===== src/rtl/bsort_pkg.sv =====
`timescale 1ns/1ps
package bsort_pkg;
  // Strobes from the controller to the datapath
  typedef struct packed {
    logic clear;    // load keys, drop all cell locks, zero pipeline
    logic run;      // advance serial streams and let cells decide
    logic capture;  // shift network output bits into result words
  } bsortCtrl_t;
endpackage


===== src/rtl/bsort_cell.sv =====
`timescale 1ns/1ps
// One-bit compare-and-swap cell with a locking routing decision.
module bsort_cell #(
  parameter bit DESC = 1'b1   // 1: larger stream to outA
) (
  input  logic clk,
  input  logic rst_n,
  input  logic clear,
  input  logic run,
  input  logic inA,
  input  logic inB,
  output logic outA,
  output logic outB
);
  logic fixed;
  logic swapLatch;
  logic swapNow;
  logic swapUse;

  // Default route: a 1 on inA stays on outA when descending, moves when ascending
  assign swapNow = DESC ? ~inA : inA;
  assign swapUse = fixed ? swapLatch : swapNow;
  assign outA    = swapUse ? inB : inA;
  assign outB    = swapUse ? inA : inB;

  always_ff @(posedge clk or negedge rst_n) begin
    if (!rst_n) begin
      fixed     <= 1'b0;
      swapLatch <= 1'b0;
    end else if (clear) begin
      fixed     <= 1'b0;
      swapLatch <= 1'b0;
    end else if (run && !fixed) begin
      swapLatch <= swapNow;
      if (inA != inB) fixed <= 1'b1;
    end
  end

  // a lock persists with unchanged routing until cleared
  a_r7_lock_holds: assert property (@(posedge clk) disable iff (!rst_n)
    (fixed && !clear) |=> (fixed && $stable(swapLatch)));

  // first differing bit while running locks the cell
  a_r7_lock_on_diff: assert property (@(posedge clk) disable iff (!rst_n)
    (run && !clear && !fixed && (inA != inB)) |=> fixed);

  // a cell never creates or drops a one
  a_r4_bits_kept: assert property (@(posedge clk) disable iff (!rst_n)
    run |-> ($countones({outA, outB}) == $countones({inA, inB})));
endmodule


===== src/rtl/bsort_ctrl.sv =====
`timescale 1ns/1ps
// Cycle-count controller: turns start into clear, then runs a fixed window.
module bsort_ctrl
  import bsort_pkg::*;
#(
  parameter int STEPS = 6,
  parameter int KEY_W = 8
) (
  input  logic       clk,
  input  logic       rst_n,
  input  logic       start,
  output bsortCtrl_t ctl,
  output logic       done
);
  localparam int RUN_LEN = STEPS + KEY_W;
  localparam int CW      = $clog2(RUN_LEN + 1);

  logic          busy;
  logic [CW-1:0] cnt;
  logic          lastCycle;

  assign lastCycle   = (cnt == CW'(RUN_LEN - 1));
  assign ctl.clear   = start && !busy;
  assign ctl.run     = busy;
  assign ctl.capture = busy && (cnt >= CW'(STEPS));

  always_ff @(posedge clk or negedge rst_n) begin
    if (!rst_n) begin
      busy <= 1'b0;
      cnt  <= '0;
      done <= 1'b0;
    end else begin
      done <= 1'b0;
      if (ctl.clear) begin
        busy <= 1'b1;
        cnt  <= '0;
      end else if (busy) begin
        if (lastCycle) begin
          busy <= 1'b0;
          cnt  <= '0;
          done <= 1'b1;
        end else begin
          cnt <= cnt + 1'b1;
        end
      end
    end
  end

  // done is a single-cycle pulse that ends a run
  a_r2_done_pulse: assert property (@(posedge clk) disable iff (!rst_n)
    done |=> !done);
  a_r2_done_after_run: assert property (@(posedge clk) disable iff (!rst_n)
    done |-> ($past(busy) && !busy));

  // start during a run neither restarts nor stalls the count
  a_r5_start_ignored: assert property (@(posedge clk) disable iff (!rst_n)
    (busy && start && !lastCycle) |=> (busy && (cnt == $past(cnt) + 1'b1)));
endmodule


===== src/rtl/bsort_datapath.sv =====
`timescale 1ns/1ps
// Serial lanes, bitonic network of one-bit cells, result shift registers.
module bsort_datapath
  import bsort_pkg::*;
#(
  parameter int NUM_KEYS = 8,
  parameter int KEY_W    = 8,
  parameter int DESCEND  = 1
) (
  input  logic                      clk,
  input  logic                      rst_n,
  input  bsortCtrl_t                ctl,
  input  logic [NUM_KEYS*KEY_W-1:0] keysIn,
  output logic [NUM_KEYS*KEY_W-1:0] sortedOut
);
  localparam int LOG_N = $clog2(NUM_KEYS);
  localparam int STEPS = LOG_N * (LOG_N + 1) / 2;

  logic [KEY_W-1:0] inShift  [NUM_KEYS];
  logic [KEY_W-1:0] outShift [NUM_KEYS];
  logic             pipe     [STEPS][NUM_KEYS];
  logic             stepIn   [STEPS][NUM_KEYS];
  logic             stepOut  [STEPS][NUM_KEYS];

  // Step inputs: first step reads the key MSBs, later steps read the lane registers
  for (genvar gs = 0; gs < STEPS; gs++) begin : g_in
    for (genvar gl = 0; gl < NUM_KEYS; gl++) begin : g_lane
      if (gs == 0) begin : g_first
        assign stepIn[gs][gl] = inShift[gl][KEY_W-1];
      end else begin : g_next
        assign stepIn[gs][gl] = pipe[gs-1][gl];
      end
    end
  end

  // Bitonic network: stage gp merges runs of 2^gp lanes in gp steps
  for (genvar gp = 1; gp <= LOG_N; gp++) begin : g_stage
    for (genvar gr = 0; gr < gp; gr++) begin : g_step
      localparam int STEP = gp * (gp - 1) / 2 + gr;
      localparam int DIST = 1 << (gp - 1 - gr);
      for (genvar gi = 0; gi < NUM_KEYS; gi++) begin : g_pos
        if ((gi & DIST) == 0) begin : g_cell
          localparam bit CELL_DESC = (DESCEND != 0) ^ (((gi >> gp) & 1) == 1);
          bsort_cell #(.DESC(CELL_DESC)) u_cell (
            .clk   (clk),
            .rst_n (rst_n),
            .clear (ctl.clear),
            .run   (ctl.run),
            .inA   (stepIn[STEP][gi]),
            .inB   (stepIn[STEP][gi+DIST]),
            .outA  (stepOut[STEP][gi]),
            .outB  (stepOut[STEP][gi+DIST])
          );
        end
      end
    end
  end

  always_ff @(posedge clk or negedge rst_n) begin
    if (!rst_n) begin
      for (int l = 0; l < NUM_KEYS; l++) begin
        inShift[l]  <= '0;
        outShift[l] <= '0;
        for (int s = 0; s < STEPS; s++) pipe[s][l] <= 1'b0;
      end
    end else if (ctl.clear) begin
      for (int l = 0; l < NUM_KEYS; l++) begin
        inShift[l]  <= keysIn[l*KEY_W +: KEY_W];
        outShift[l] <= '0;
        for (int s = 0; s < STEPS; s++) pipe[s][l] <= 1'b0;
      end
    end else begin
      for (int l = 0; l < NUM_KEYS; l++) begin
        if (ctl.run) begin
          inShift[l] <= {inShift[l][KEY_W-2:0], 1'b0};
          for (int s = 0; s < STEPS; s++) pipe[s][l] <= stepOut[s][l];
        end
        if (ctl.capture) begin
          outShift[l] <= {outShift[l][KEY_W-2:0], pipe[STEPS-1][l]};
        end
      end
    end
  end

  for (genvar gl = 0; gl < NUM_KEYS; gl++) begin : g_out
    assign sortedOut[gl*KEY_W +: KEY_W] = outShift[gl];
  end

  // result words are frozen whenever no sort is running or starting
  a_r6_hold: assert property (@(posedge clk) disable iff (!rst_n)
    (!ctl.run && !ctl.clear) |=> $stable(sortedOut));

  // result capture happens only inside a run
  a_r2_capture_in_run: assert property (@(posedge clk) disable iff (!rst_n)
    ctl.capture |-> ctl.run);
endmodule


===== src/rtl/bsort_top.sv =====
`timescale 1ns/1ps
// Top: controller plus serial bitonic datapath.
module bsort_top
  import bsort_pkg::*;
#(
  parameter int NUM_KEYS = 8,
  parameter int KEY_W    = 8,
  parameter int DESCEND  = 1
) (
  input  logic                      clk,
  input  logic                      rst_n,
  input  logic                      start,
  input  logic [NUM_KEYS*KEY_W-1:0] keys_in,
  output logic [NUM_KEYS*KEY_W-1:0] sorted_out,
  output logic                      done
);
  localparam int LOG_N = $clog2(NUM_KEYS);
  localparam int STEPS = LOG_N * (LOG_N + 1) / 2;

  bsortCtrl_t ctl;

  bsort_ctrl #(.STEPS(STEPS), .KEY_W(KEY_W)) u_ctrl (
    .clk   (clk),
    .rst_n (rst_n),
    .start (start),
    .ctl   (ctl),
    .done  (done)
  );

  bsort_datapath #(.NUM_KEYS(NUM_KEYS), .KEY_W(KEY_W), .DESCEND(DESCEND)) u_dp (
    .clk       (clk),
    .rst_n     (rst_n),
    .ctl       (ctl),
    .keysIn    (keys_in),
    .sortedOut (sorted_out)
  );
endmodule


===== config.mk =====
export PLATFORM = sky130hd
export DESIGN_NAME = bsort_top
export DESIGN_NICKNAME = d
export VERILOG_FILES = /design/src/rtl/bsort_pkg.sv /design/src/rtl/bsort_cell.sv /design/src/rtl/bsort_ctrl.sv /design/src/rtl/bsort_datapath.sv /design/src/rtl/bsort_top.sv
export SDC_FILE = /design/constraint.sdc
export NUM_CORES = 1
export LEC_CHECK = 0
export BUFFER_PORTS_ARGS = -buffer_cell sky130_fd_sc_hd__buf_2
export CAP_MARGIN = 20
export CORE_MARGIN = 10
export CORE_UTILIZATION = 40
export CTS_CLUSTER_DIAMETER = 150
export DETAILED_ROUTE_END_ITERATION = 16
export PLACE_DENSITY_LB_ADDON = 0.08
export SYNTH_ARGS = -nofsm -noshare
export SYNTH_HDL_FRONTEND = slang
export SYNTH_SLANG_ARGS = --single-unit

===== constraint.sdc =====
create_clock -name clk -period 1.7 [get_ports clk]
set_input_delay 0.17 -clock clk [delete_from_list [all_inputs] [get_ports clk]]
set_output_delay 0.17 -clock clk [all_outputs]
set_load 0.03 [all_outputs]

==> results.md <==
* Status: complete, no violations
* Average vias per placed instance at 4.98
* Final period util at between 80 and 90%
* Leading cell type by number of instances after synthesis: sky130_fd_sc_hd__dfrtp_1
* Power density normalized to cell area at about 1700 mW/mm2
* Starting Density at between 40% and 50%
* Minimum setup slack among reg-to-reg paths at 0.17 ns
* Share of synthesized cell area in and, or, nand and nor gates at between 10 and 15%
* Overall via count from detail_route at around 8,100
* Flops & latches, synth at 230
* Internal power at around 15 mW
* Final hold vios at 0
* Net switching component of the power at ~8.4 mW
* Clock sink total at 230
* FFs w/ async S/R, synth at between 90% and 100%
* Share of synthesized area occupied by flip-flops and latches at roughly 53%
* Setup violation total in the final timing report at 0
* Multiplexer area fraction after synthesis at roughly an eighth
* Bufs and invs on worst path at 1
* H-tree level count at 1
* Area taken by flip-flops and latches at 0.00576 mm2
* Net count, final at ~1,300
* Stage delay of the slowest cell on the critical path at ~0.56 ns
* Start-to-end type of the worst setup path: reg -> reg
* Combinational family with the most area after synthesis: compound AO/OA/AOI/OAI gates
* Die Y-Extent at ~190 um
* Switching share of power at between 30% and 40%
* Predominant post-synthesis flop cell: sky130_fd_sc_hd__dfrtp_1
* Syn nets at roughly 1,100
* Power after layout at between 20 and 25 mW
* Overall overflow remaining after global route at 0
* Combined area of all synthesized cells at 0.0109 mm2
* Max Clk Rate at between 0.6 and 0.7 GHz
* Number of detailed-routing iterations run before antenna repair at 4
* Overall routing resource usage at between 10% and 20%
* Max Cap Violations at 0
* Overall routed net length at around 25,000 um
* Shortest period the worst path allows at 1.53 ns
* Layout cell share with drive strength beyond 1 at approximately 16%
* Yosys synthesis warning count at 0
* Last weighted congestion value of the routability-driven placer at between 0.7 and 0.8
* Filler Cells Inserted at approximately 2,500
* Leading area contributor after synthesis: sky130_fd_sc_hd__dfrtp_1
* Critical Path Sink Type: flip-flop
* CP Max Fanout at 48
* Kind of launch point of the worst setup path: flip-flop
* Instance count of the mapped netlist at approximately 1,100
* Data arrival time of the worst path at 1.97 ns
* Final-report max-slew violation count at 0
* Horiz. Die Dim at 185 um
* RSZ-0062 raised after global routing: false
* Detailed-route wire length per cell at about 15 um
* Number of antenna-violating nets in the routed design at 0
* Max-Slew Margin vs Limit at 69.6%
* Die Outline Area at roughly 0.034 mm2
* Compound-Gate Fraction of Synth Area at between 10% and 20%
* Commonest cells in the netlist: sky130_fd_sc_hd__dfrtp_1, sky130_fd_sc_hd__nand2_1, sky130_fd_sc_hd__mux2i_1
* Largest net degree at the start of global routing at roughly 120
* Cell types occupying the most area after synthesis: sky130_fd_sc_hd__dfrtp_1, sky130_fd_sc_hd__mux2i_1, sky130_fd_sc_hd__nand2_1
* Global-route wire length before repair at around 42,000 um
* Area fraction of the dominant cell type after synthesis at 52.6%
* Clock tree from TritonCTS: done
* CTS Buffer Depth at 3
* Pin slew with the least headroom to its limit at 0.455 ns
* Buffers inserted during post-CTS setup optimization at 0
* Number of ports placed on the die boundary at roughly 130
* Count of input and output buffers at ~130
* EDFF count, synth at 0
* DR DRC count at 0
* Leakage at 6.79 nW
* CP Data Required Time at roughly 2.1 ns
* Synthesized-area fraction occupied by adder cells at 0%
* Clock tree root buffer cell: sky130_fd_sc_hd__clkbuf_16
* Class of the tightest hold or removal check: in -> async
* Combinational Power Share at roughly a third
* Fin Setup TNS at 0 ns
* Half-perimeter wire length of the detailed placement result at 15,600 um
* Synthesized-area fraction occupied by xor and xnor cells at between 1.5 and 2%
* Number of buffers inserted during clock tree synthesis at 27
* Worst hold slack at 0.133 ns
* Number of antenna violations at the first check in global routing at 2
* Mapped Avg Cell Area at about 10 um2
* Clock slew seen by the registers of the worst setup and hold paths at 0.06 ns
* Cell at the slowest stage of the critical path: sky130_fd_sc_hd__dfrtp_4
* Clock group share of total power at ~26%
* Cell Chain, Critical Path: nand2b_4 > buf_12 > nand2_1 > mux2i_1
* Sequential share of power at between 40% and 50%
* Footprint of the multi-input gates at about 0.0045 mm2
* Worst voltage drop across the vdd grid at a little under 0.9 mV
* Distinct cells, synth at 29
* Setup clock skew after layout at 0.00468 ns
* Final core occ at ~50%
* Layout Area Growth over Synthesis at 23.2%
* Worst-Skew Late Latency at around 0.52 ns
* Row count at 60
* Area inside the core boundary at approximately 0.027 mm2
* Vias in the first global route at approximately 8,000
* Family of cells with the greatest summed delay on the critical path: flip-flops
* First-iteration detailed-routing DRC count at 450
## cells by family after synthesis
family / after synthesis
compound gates: 281
xor+xnor: 24
buf+inv: 133
flops: 230
mux: 128
simple gates: 284
## per-layer routing
layer,track usage [%],share of wire [%]
met1,20.4,48
met2,21.9,44
met3,2.68,4.9
met4,3.77,2.3
met5,0,0
## cell usage in the layout, fill, tap and decap left out, types with 2 or more instances in the layout
| cell | netlist | final |
|---|---|---|
| sky130_fd_sc_hd__dfrtp_1 | 230 | 229 |
| sky130_fd_sc_hd__nand2_1 | 190 | 190 |
| sky130_fd_sc_hd__buf_2 | 27 | 129 |
| sky130_fd_sc_hd__mux2i_1 | 128 | 128 |
| sky130_fd_sc_hd__inv_1 | 72 | 72 |
| sky130_fd_sc_hd__dlygate4sd3_1 | 0 | 65 |
| sky130_fd_sc_hd__o21ai_0 | 60 | 60 |
| sky130_fd_sc_hd__o21ai_1 | 60 | 60 |
| sky130_fd_sc_hd__a21oi_1 | 55 | 55 |
| sky130_fd_sc_hd__a22o_1 | 42 | 42 |
| sky130_fd_sc_hd__a21o_1 | 37 | 37 |
| sky130_fd_sc_hd__nor2_1 | 27 | 27 |
| sky130_fd_sc_hd__clkbuf_16 | 0 | 27 |
| sky130_fd_sc_hd__nand2b_1 | 25 | 24 |
| sky130_fd_sc_hd__nand3b_1 | 24 | 24 |
| sky130_fd_sc_hd__a31oi_1 | 24 | 24 |
| sky130_fd_sc_hd__xor2_1 | 24 | 24 |
| sky130_fd_sc_hd__buf_12 | 7 | 14 |
| sky130_fd_sc_hd__buf_4 | 5 | 9 |
| sky130_fd_sc_hd__nor2b_1 | 7 | 7 |
| sky130_fd_sc_hd__nand3_1 | 7 | 7 |
| sky130_fd_sc_hd__clkinv_2 | 0 | 6 |
| sky130_fd_sc_hd__bufinv_16 | 0 | 4 |
| sky130_fd_sc_hd__clkbuf_8 | 0 | 4 |
| sky130_fd_sc_hd__clkbuf_1 | 10 | 4 |
| sky130_fd_sc_hd__diode_2 | 0 | 2 |
## per-stage QoR
stage	instance area [um2]	cells	setup slack, ns
3_5_place_dp	11900	1513	0.180
5_1_grt	13500	1625	0.0591
3_3_place_gp	11900	1513	0.236
2_1_floorplan	10900	1080	0.463
6_report	13500	1625	0.172
4_1_cts	13500	1623	0.155
## final cells by class
cell class	instances	share of cell area, %
Tap cell	341	3.17
Multi-Input combinational cell	717	33.1
Clock buffer	35	5.53
Timing Repair Buffer	218	12.3
Sequential cell	230	42.7
Clock inverter	10	1.11
Inverter	72	2.00
Antenna cell	2	0.0371
## registers in the layout (all words and copies together) (netlist names)
register and flops:
u_ctrl.busy 1, u_ctrl.cnt 4, u_ctrl.done 1, u_dp.g_stage.g_step.g_pos.g_cell.u_cell.fixed 24, u_dp.g_stage.g_step.g_pos.g_cell.u_cell.swapLatch 24, u_dp.inShift 64, u_dp.pipe 48, u_dp.sortedOut 64
## worst reg2reg max path, cell delays in order, from the launching register on
cell	delay (ns)
sky130_fd_sc_hd__dfrtp_4	0.56
sky130_fd_sc_hd__nand2b_4	0.36
sky130_fd_sc_hd__buf_12	0.27
sky130_fd_sc_hd__nand2_1	0.12
sky130_fd_sc_hd__mux2i_1	0.14
## final timing paths
kind / cells past startpoint / start / end
worst max-delay path: 4 / u_ctrl.busy$_DFF_PN0_ / u_dp.sortedOut[50]$_DFFE_PN0P_
worst min-delay path: 2 / rst_n / u_dp.sortedOut[6]$_DFFE_PN0P_
worst max register to register: 4 / u_ctrl.busy$_DFF_PN0_ / u_dp.sortedOut[50]$_DFFE_PN0P_
worst min register to register: 2 / u_dp.pipe[1]$_DFFE_PN0P_ / u_dp.pipe[1]$_DFFE_PN0P_
max in group asynchronous: 3 / rst_n / u_dp.inShift[28]$_DFFE_PN0P_
min in group clk: 3 / start / u_dp.inShift[16]$_DFFE_PN0P_
## power by group through the flow
| stage | logic (mW) | registers, mW | clock network, mW |
|---|---|---|---|
| global placement | 7.57 | 9.38 | 0 |
| detailed placement | 7.73 | 9.38 | 0 |
| finish | 7.74 | 9.31 | 5.90 |
| global route | 8.69 | 9.68 | 6.28 |
| CTS | 7.87 | 9.30 | 6.09 |
| floorplan | 5.35 | 9.93 | 0 |
## timing repair
item / in CTS / in global routing
gates resized for setup: 0 / 0
hold buffers: 65 / 0
endpoints found under the hold margin: 294 / 0
Note: power is estimated with default switching activity, not from simulation.
